==> src/rtl/pad_resp_pkg.sv <==
package pad_resp_pkg;

  // Controller phases
  typedef enum logic [1:0] {
    ST_LISTEN = 2'd0,
    ST_HOLD   = 2'd1,
    ST_TALK   = 2'd2
  } resp_state_e;

  // Cell timing in microseconds
  localparam int CELL_US       = 4;
  localparam int SHORT_LOW_US  = 1;
  localparam int LONG_LOW_US   = 3;
  localparam int SAMPLE_US     = 2;
  localparam int TIMEOUT_US    = 10;

endpackage

==> src/rtl/pad_resp_sync.sv <==
module pad_resp_sync #(
  parameter int STAGES = 2
) (
  input  logic clk_i,
  input  logic rst_ni,
  input  logic line_i,
  output logic level_o,
  output logic fall_o
);

  logic [STAGES-1:0] chain_q;
  logic [STAGES-1:0] chain_d;
  logic              prev_q;

  generate
    if (STAGES == 1) begin : g_single
      assign chain_d = line_i;
    end else begin : g_multi
      assign chain_d = {chain_q[STAGES-2:0], line_i};
    end
  endgenerate

  // Idle line is high, so reset to 1
  always_ff @(posedge clk_i or negedge rst_ni) begin
    if (!rst_ni) begin
      chain_q <= '1;
      prev_q  <= 1'b1;
    end else begin
      chain_q <= chain_d;
      prev_q  <= chain_q[STAGES-1];
    end
  end

  assign level_o = chain_q[STAGES-1];
  assign fall_o  = prev_q & ~chain_q[STAGES-1];

endmodule

==> src/rtl/pad_resp_rx.sv <==
module pad_resp_rx #(
  parameter int CYC_PER_US = 4,
  parameter int CMD_BITS   = 25
) (
  input  logic clk_i,
  input  logic rst_ni,
  input  logic en_i,
  input  logic fall_i,
  output logic done_o
);

  import pad_resp_pkg::*;

  localparam int SMP_CYC = SAMPLE_US * CYC_PER_US;
  localparam int TMO_CYC = TIMEOUT_US * CYC_PER_US;
  localparam int TW      = $clog2(TMO_CYC + 1);
  localparam int BW      = $clog2(CMD_BITS + 1);
  localparam logic [TW-1:0] SMP_LAST  = TW'(SMP_CYC - 1);
  localparam logic [TW-1:0] TMO_LAST  = TW'(TMO_CYC - 1);
  localparam logic [BW-1:0] BITS_LAST = BW'(CMD_BITS - 1);

  logic          active_q, active_d;
  logic [TW-1:0] timer_q, timer_d;
  logic [BW-1:0] bits_q, bits_d;
  logic          hit, expire;

  assign hit    = active_q && (timer_q == SMP_LAST);
  assign expire = active_q && (timer_q == TMO_LAST);

  always_comb begin
    active_d = active_q;
    timer_d  = timer_q;
    bits_d   = bits_q;
    done_o   = 1'b0;
    if (!en_i) begin
      active_d = 1'b0;
      timer_d  = '0;
      bits_d   = '0;
    end else if (fall_i) begin
      active_d = 1'b1;
      timer_d  = '0;
    end else if (active_q) begin
      timer_d = timer_q + 1'b1;
      if (hit) begin
        if (bits_q == BITS_LAST) begin
          done_o   = 1'b1;
          active_d = 1'b0;
          bits_d   = '0;
        end else begin
          bits_d = bits_q + 1'b1;
        end
      end
      if (expire) begin
        active_d = 1'b0;
        bits_d   = '0;
      end
    end
  end

  always_ff @(posedge clk_i or negedge rst_ni) begin
    if (!rst_ni) begin
      active_q <= 1'b0;
      timer_q  <= '0;
      bits_q   <= '0;
    end else begin
      active_q <= active_d;
      timer_q  <= timer_d;
      bits_q   <= bits_d;
    end
  end

endmodule

==> src/rtl/pad_resp_tx.sv <==
module pad_resp_tx #(
  parameter int CYC_PER_US = 4,
  parameter int WORD_BITS  = 64
) (
  input  logic                 clk_i,
  input  logic                 rst_ni,
  input  logic                 start_i,
  input  logic [WORD_BITS-1:0] word_i,
  output logic                 pull_o,
  output logic                 busy_o,
  output logic                 done_o
);

  import pad_resp_pkg::*;

  localparam int FRAME_BITS = WORD_BITS + 1;
  localparam int BIT_CYC    = CELL_US * CYC_PER_US;
  localparam int TW         = $clog2(BIT_CYC);
  localparam int IW         = $clog2(FRAME_BITS);
  localparam logic [TW-1:0] BIT_LAST  = TW'(BIT_CYC - 1);
  localparam logic [TW-1:0] ONE_LOW   = TW'(SHORT_LOW_US * CYC_PER_US);
  localparam logic [TW-1:0] ZERO_LOW  = TW'(LONG_LOW_US * CYC_PER_US);
  localparam logic [IW-1:0] IDX_LAST  = IW'(FRAME_BITS - 1);

  logic                  busy_q, busy_d;
  logic [FRAME_BITS-1:0] shift_q, shift_d;
  logic [IW-1:0]         idx_q, idx_d;
  logic [TW-1:0]         tmr_q, tmr_d;
  logic                  cell_end, tx_en;
  logic [TW-1:0]         low_len;

  assign cell_end = busy_q && (tmr_q == BIT_LAST);
  assign done_o   = cell_end && (idx_q == IDX_LAST);
  assign low_len  = shift_q[FRAME_BITS-1] ? ONE_LOW : ZERO_LOW;
  assign pull_o   = busy_q && (tmr_q < low_len);
  assign busy_o   = busy_q;
  assign tx_en    = start_i | busy_q;

  always_comb begin
    busy_d  = busy_q;
    shift_d = shift_q;
    idx_d   = idx_q;
    tmr_d   = tmr_q;
    if (start_i) begin
      busy_d  = 1'b1;
      shift_d = {word_i, 1'b1};
      idx_d   = '0;
      tmr_d   = '0;
    end else if (cell_end) begin
      tmr_d   = '0;
      shift_d = {shift_q[FRAME_BITS-2:0], 1'b0};
      idx_d   = idx_q + 1'b1;
      if (idx_q == IDX_LAST) busy_d = 1'b0;
    end else begin
      tmr_d = tmr_q + 1'b1;
    end
  end

  always_ff @(posedge clk_i or negedge rst_ni) begin
    if (!rst_ni) begin
      busy_q  <= 1'b0;
      shift_q <= '0;
      idx_q   <= '0;
      tmr_q   <= '0;
    end else if (tx_en) begin
      busy_q  <= busy_d;
      shift_q <= shift_d;
      idx_q   <= idx_d;
      tmr_q   <= tmr_d;
    end
  end

endmodule

==> src/rtl/pad_responder.sv <==
module pad_responder #(
  parameter int CYC_PER_US  = 4,
  parameter int REPLY_BITS  = 64,
  parameter int CMD_BITS    = 25,
  parameter int GAP_US      = 4,
  parameter int SYNC_STAGES = 2
) (
  input  logic                  clk_i,
  input  logic                  rst_ni,
  input  logic                  line_i,
  input  logic [REPLY_BITS-1:0] reply_i,
  output logic                  line_pull_o
);

  import pad_resp_pkg::*;

  localparam int GAP_CYC = GAP_US * CYC_PER_US;
  localparam int HW      = $clog2(GAP_CYC + 1);
  localparam logic [HW-1:0] GAP_LAST = HW'(GAP_CYC - 1);

  resp_state_e   state_q, state_d;
  logic [HW-1:0] hcnt_q, hcnt_d;
  logic          line_s, line_fall;
  logic          cmd_done, rx_en;
  logic          tx_start, tx_busy, tx_done;

  pad_resp_sync #(
    .STAGES (SYNC_STAGES)
  ) u_sync (
    .clk_i   (clk_i),
    .rst_ni  (rst_ni),
    .line_i  (line_i),
    .level_o (line_s),
    .fall_o  (line_fall)
  );

  assign rx_en = (state_q == ST_LISTEN);

  pad_resp_rx #(
    .CYC_PER_US (CYC_PER_US),
    .CMD_BITS   (CMD_BITS)
  ) u_rx (
    .clk_i  (clk_i),
    .rst_ni (rst_ni),
    .en_i   (rx_en),
    .fall_i (line_fall),
    .done_o (cmd_done)
  );

  pad_resp_tx #(
    .CYC_PER_US (CYC_PER_US),
    .WORD_BITS  (REPLY_BITS)
  ) u_tx (
    .clk_i   (clk_i),
    .rst_ni  (rst_ni),
    .start_i (tx_start),
    .word_i  (reply_i),
    .pull_o  (line_pull_o),
    .busy_o  (tx_busy),
    .done_o  (tx_done)
  );

  // Sequencing: listen, wait for a quiet high line, talk
  always_comb begin
    state_d  = state_q;
    hcnt_d   = hcnt_q;
    tx_start = 1'b0;
    unique case (state_q)
      ST_LISTEN: begin
        if (cmd_done) begin
          state_d = ST_HOLD;
          hcnt_d  = '0;
        end
      end
      ST_HOLD: begin
        if (!line_s) begin
          hcnt_d = '0;
        end else if (hcnt_q == GAP_LAST) begin
          tx_start = 1'b1;
          state_d  = ST_TALK;
        end else begin
          hcnt_d = hcnt_q + 1'b1;
        end
      end
      ST_TALK: begin
        if (tx_done) state_d = ST_LISTEN;
      end
      default: state_d = ST_LISTEN;
    endcase
  end

  always_ff @(posedge clk_i or negedge rst_ni) begin
    if (!rst_ni) begin
      state_q <= ST_LISTEN;
      hcnt_q  <= '0;
    end else begin
      state_q <= state_d;
      hcnt_q  <= hcnt_d;
    end
  end

endmodule

==> config.mk <==
export PLATFORM = sky130hd
export DESIGN_NAME = pad_responder
export DESIGN_NICKNAME = d
export VERILOG_FILES = /design/src/rtl/pad_resp_pkg.sv /design/src/rtl/pad_resp_sync.sv /design/src/rtl/pad_resp_rx.sv /design/src/rtl/pad_resp_tx.sv /design/src/rtl/pad_responder.sv
export SDC_FILE = /design/constraint.sdc
export NUM_CORES = 1
export LEC_CHECK = 0
export BUFFER_PORTS_ARGS = -buffer_cell sky130_fd_sc_hd__buf_2
export CAP_MARGIN = 10
export CORE_ASPECT_RATIO = 1.1
export CORE_MARGIN = 2
export CORE_UTILIZATION = 61
export DETAILED_ROUTE_END_ITERATION = 6
export PLACE_DENSITY = 0.84
export RECOVER_POWER = 100
export REMOVE_ABC_BUFFERS = 1
export SLEW_MARGIN = 10
export SYNTH_ARGS = -nofsm -noshare
export SYNTH_HDL_FRONTEND = slang
export SYNTH_SLANG_ARGS = --single-unit
==> constraint.sdc <==
create_clock -name clk_i -period 6.2 [get_ports clk_i]
set_clock_uncertainty 0.05 [all_clocks]
set_input_delay 1.55 -clock clk_i [delete_from_list [all_inputs] [get_ports clk_i]]
set_output_delay 1.55 -clock clk_i [all_outputs]
set_load 0.1 [all_outputs]
==> Yosys cells after proc, flatten, opt, wreduce, memory -nomap -nowiden <==
Cells that the tools add are included.
{ "op_classes": {"add_sub_neg": 5, "n_eq_ne": 17, "n_lt_le_gt_ge": 1, "bitwise_logic": 3, "n_mux": 42, "n_reduce_logical": 14} }
{ "ops": {"columns": ["op", "count"], "rows": [
  ["$mux W65", 2],
  ["$mux W5", 9],
  ["$mux W6", 3],
  ["$mux W1", 17],
  ["$mux W7", 2],
  ["$mux W4", 3],
  ["$add A5 B1 Y5 const B", 2],
  ["$ne A2 B2 Y1 const B", 5],
  ["$pmux W5 S2", 1],
  ["$ne A3 B3 Y1 const B", 3],
  ["$reduce_and A3 Y1", 3],
  ["$mux W2", 4],
  ["$add A7 B1 Y7 const B", 1],
  ["$eq A7 B7 Y1 const B", 1],
  ["$add A6 B1 Y6 const B", 1],
  ["$eq A6 B3 Y1 const B", 1],
  ["$eq A6 B6 Y1 const B", 1],
  ["$pmux W2 S3", 1],
  ["$reduce_bool A2 Y1", 3],
  ["$eq A5 B4 Y1 const B", 1],
  ["$eq A5 B5 Y1 const B", 1],
  ["$logic_and A1 B1 Y1", 5],
  ["$add A4 B1 Y4 const B", 1],
  ["$eq A4 B4 Y1 const B", 1],
  ["10 further kinds", 10]
]} }
{ "word_totals": {"ff_bits": 99, "wordCells": 93, "output_inout_bits": 1} }

==> Logic depth before layout (Yosys ltp) <==
{ "logic_depth": {"depth_word": 8, "depth_mapped": 8, "ltp_nobuf": 7} }

==> Cells and area by module <==
From an unflattened synthesis, not the netlist that was laid out.
{ "hier_totals": {"cells_unflattened": 450, "hier_area_um2": 4715.8} }
{ "by_module_without_submodules": {"columns": ["module", "cells_per_inst", "area_per_inst_um2", "instances", "seq_area_each_um2"], "rows": [
  ["pad_resp_tx", 343, 3582.2, 1, 1926.8],
  ["pad_resp_rx", 71, 675.6, 1, 300.3],
  ["pad_responder", 32, 365.4, 1, 175.2],
  ["pad_resp_sync", 4, 92.6, 1, 78.8]
]} }

==> Worst setup path after synthesis <==
Ideal clock, no wire load.
{ "synth_path": {"path_type": "reg-to-output", "start": "register u_tx.tmr_q[3]", "end": "output line_pull_o", "arrival_ns": 2.872, "n_path_buf": 0, "t_required_ns": 4.600, "slack_ns": 1.728, "path_stages_with_launch": 3, "cell_sequence": "dfrtp_1 ha_1 a211oi_1"} }
{ "synth_between": {"elab_chain_len": 2} }
{ "synth_lines": {"columns": ["element", "line", "text"], "rows": [
  ["start, declared", "pad_resp_tx.sv:28", "logic [TW-1:0] tmr_q, tmr_d;"],
  ["start signal, assigned", "pad_resp_tx.sv:69", "tmr_q <= tmr_d;"],
  ["$lt A4 B4 Y1", "pad_resp_tx.sv:35", "assign pull_o = busy_q && (tmr_q < low_len);"],
  ["$logic_and A1 B1 Y1", "pad_resp_tx.sv:35", null],
  ["end, declared", "pad_responder.sv:12", "output logic line_pull_o"]
]} }
No other way between the ends.

==> Final worst setup path <==
{ "layout_path": {"start": "register u_tx.tmr_q[0]", "end": "register u_tx.idx_q[6]"} }
{ "layout_between": {"elab_chain_len": 4} }
{ "layout_lines": {"columns": ["element", "line", "text"], "rows": [
  ["$eq A4 B4 Y1", "pad_resp_tx.sv:32", "assign cell_end = busy_q && (tmr_q == BIT_LAST);"],
  ["$logic_and A1 B1 Y1", "pad_resp_tx.sv:32", null],
  ["$reduce_bool A2 Y1 (no line)", null, null],
  ["$reduce_and A2 Y1 (no line)", null, null],
  ["end signal, assigned", "pad_resp_tx.sv:68", "idx_q <= idx_d;"],
  ["end, declared", "pad_resp_tx.sv:27", "logic [IW-1:0] idx_q, idx_d;"]
]} }
No other way between the ends.
A chain may end at the register's enable or synchronous reset.

==> results_dict.tcl <==
set metrics [dict create \
    worstSkewPairLatency_ps 360 \
    diodes 0 \
    cp-start-kind "flip-flop" \
    synth-main-ff-cell "dfrtp_1" \
    cts.sinks 99 \
    seq_area_um2 2481 \
    grt.overflow.total 0 \
    grt_max_degree 75 \
    holdPathStages 0 \
    cp_max_fo 72 \
    die_w_um 87.55 \
    switchingPower_uw 310.9 \
    clock.fmax_ghz 0.2389 \
    synthCells 531 \
    arrival_ps 4410 \
    hold_ws_ps 326.7 \
    grtUsageMet3 0.05832 \
    r2r_cells 6 \
    hold_viol_final 0 \
    setup_viol 0 \
    nFillCells 577 \
    antenna_found_initial 1 \
    hp-class "flip-flop to flip-flop" \
    die_h_um 95.90 \
    syn_area_um2 4683 \
    ys_async_sr_fraction 1.000 \
    numCtsBuffers 9 \
    synth_edf_count 0 \
    required_ps 6420 \
    drive_gt1_frac 0.1527 \
    coreArea_um2 7432 \
    powerDensity_nw_per_um2 246.9 \
    p_sw_frac 0.2439 \
    dp_slack_ps 3253 \
    leakagePower_uw 0.002469 \
    seqPwrFrac 0.560 \
    setup_ws_ps 2014 \
    synth.largest_area_cell "dfrtp_1" \
    cts-hold-fix-buffers 0 \
    p_int_uw 963.5 \
    routabilityCongestion 0.8102 \
    rsz0062_at_grt "false" \
    multi_input_area_um2 1958 \
    layout_worst_path_cycle_share 0.6751 \
    crit-reg2reg-launch "u_tx.tmr_q[0]$_DFFE_PN0P_" \
    fin_nets 654 \
    die_area_um2 8395 \
    cts_setup_buffers 0 \
    cp-end-kind "flip-flop" \
    rrSetupSlack_ps 2010 \
    total_power_uw 1274 \
    drtIter0Drc 290 \
    final.min_clock_period_ps 4186 \
    irDropWorstVdd_mv 0.1373 \
    met2_usage 0.3813 \
    violations "capacitance limit, slew limit" \
    io_pins 68 \
    cts_tree "yes" \
    clkPwrFrac 0.350 \
    grtUsageMet1 0.3389 \
    cts_resized 0 \
    synth_top_area_share 0.5130 \
    tightest_slew_ps 3008 \
    ys_warn_count 0 \
    cts_root_buffer "clkbuf_8" \
    grt_usage 0.2434 \
    p_comb_frac 0.089 \
    fin_setup_tns_ps 0 \
    postSynthAreaPerCell_um2 8.820 \
    area_growth_pct 10.21 \
    drt_wl_total_mm 9.394 \
    slew_headroom -1.005 \
    wl_per_cell_um 14.02 \
    dp_hpwl_mm 5.898 \
    dr.pass1.iters 5 \
    grt_pass1_vias 3565 \
    min_to "u_sync.chain_q[1]$_DFF_PN1_" \
    std_cell_rows 33 \
    status "finished with violations" \
    grt_pass1_wl_mm 16.13 \
    routed_via_density 5.710 \
    ys_seq_area_frac 0.5298 \
    grt-busiest-layer "met2" \
    clk_path_buf_depth 2 \
    synth_cell_type_count 44 \
    reg2reg_to "u_tx.idx_q[6]$_DFFE_PN0P_" \
    ys_top_cells_by_area "dfrtp_1 (51%), nand2_1 (12%), a31oi_1 (8.7%)" \
    ant_nets 0 \
    drcViolationCount 0 \
    htreeDepth 3 \
    clk_pin_slew_ps 90 \
    io_buffers 67 \
    num_vias 3826 \
    slew_violations 172 \
    holdCritStartpoint "u_sync.chain_q[0]$_DFF_PN1_" \
    crit_type "flip-flop to flip-flop" \
    maxCapViolations 3 \
    synth_seq_cells 99 \
    start_util 0.6301 \
]
[power groups by stage]
stage / Sequential (uW) / Clock [uW] / Combinational, uW
floorplan: 719 / 0 / 66.8
global placement: 723 / 0 / 109
detailed placement: 725 / 0 / 116
CTS: 714 / 455 / 117
global route: 720 / 484 / 132
finish: 714 / 447 / 114
[area by class of cell]
| cell class | count | share of cell area |
|---|---|---|
| clock inverters | 6 | 0.01697 |
| well taps | 87 | 0.02109 |
| flip-flops and latches | 99 | 0.4807 |
| clock buffers | 10 | 0.02473 |
| repair buffers | 71 | 0.06909 |
| multi-input cells | 386 | 0.3794 |
| inverters | 11 | 0.008000 |
[metal layers]
metal	vias up	wire length (um)	part of all wire
met5	-	13	0.0014
met4	2	104	0.011
met3	10	486	0.052
met2	96	4452	0.47
met1	1821	4336	0.46
li1	1897	-	-
[placed cells by master, fill, tap and decap left out, types with 3 or more instances in the layout]
cell	instances
nand3_1	6
a21oi_1	10
buf_2	65
nand4_1	12
o21ai_0	11
or3_1	5
dfrtp_1	96
nor3_1	3
xor2_1	7
nor2_1	79
clkbuf_1	4
ha_1	9
a31oi_1	65
clkbuf_8	9
nand2_1	148
inv_1	11
[synthesized netlist by cell type, types with 4 or more instances]
| cell type | count |
|---|---|
| or3_1 | 5 |
| ha_1 | 9 |
| nand3_1 | 6 |
| xor2_1 | 7 |
| a21oi_1 | 10 |
| buf_2 | 13 |
| o21ai_0 | 11 |
| nand4_1 | 12 |
| a31oi_1 | 65 |
| dfrtp_1 | 96 |
| buf_1 | 4 |
| inv_1 | 11 |
| clkbuf_1 | 13 |
| nand2_1 | 148 |
| nor2_1 | 79 |
[per-stage QoR]
step,instances,area (um2),utilization
CTS,670,5206,0.7005
finish,670,5161,0.6944
detailed placement,654,4991,0.6715
floorplan,496,4506,-
global placement,654,4991,0.6715
global route,670,5161,0.6944
[worst max path at each step]
| stage | start | end |
|---|---|---|
| 6_report | u_tx.tmr_q[0]$_DFFE_PN0P_ | u_tx.idx_q[6]$_DFFE_PN0P_ |
| 5_1_grt | rst_ni | hcnt_q[4]$_DFFE_PN0P_ |
| 2_1_floorplan | u_tx.tmr_q[3]$_DFFE_PN0P_ | line_pull_o |
| 4_1_cts | u_tx.tmr_q[3]$_DFFE_PN0P_ | line_pull_o |
| 3_3_place_gp | u_tx.tmr_q[3]$_DFFE_PN0P_ | line_pull_o |
| 3_5_place_dp | u_tx.tmr_q[3]$_DFFE_PN0P_ | line_pull_o |
[state kept, by name, indices dropped and copies added (netlist names)]
register        cells
hcnt_q              5
state_q             2
u_rx.active_q       1
u_rx.bits_q         5
u_rx.timer_q        6
u_sync.chain_q      2
u_sync.prev_q       1
u_tx.busy_o         1
u_tx.idx_q          7
u_tx.shift_q       65
u_tx.tmr_q          4
[worst max-delay path, stage by stage, from the launching register on]
cell and delay [ps]:
dfrtp_1 430, ha_1 240, and4_2 220, clkbuf_1 2120, nand4_1 410, or3_1 470
a21oi_1 150
[logic make-up (layout without fill, tap and decap cells)]
family                     count (synthesis)  after routing  share of synthesized area
AOI/OAI and AO/OA                         97             97                     0.1344
DFF                                       99             99                     0.5298
xor gates and xnor gates                   8              8                    0.01496
buffers and inverters                     46             98                    0.04675
adders and majority gates                  9              9                    0.02405
muxes                                      3              3                   0.006679
and+or+nand+nor                          269            269                     0.2434
(Power assumes the default switching activity.)
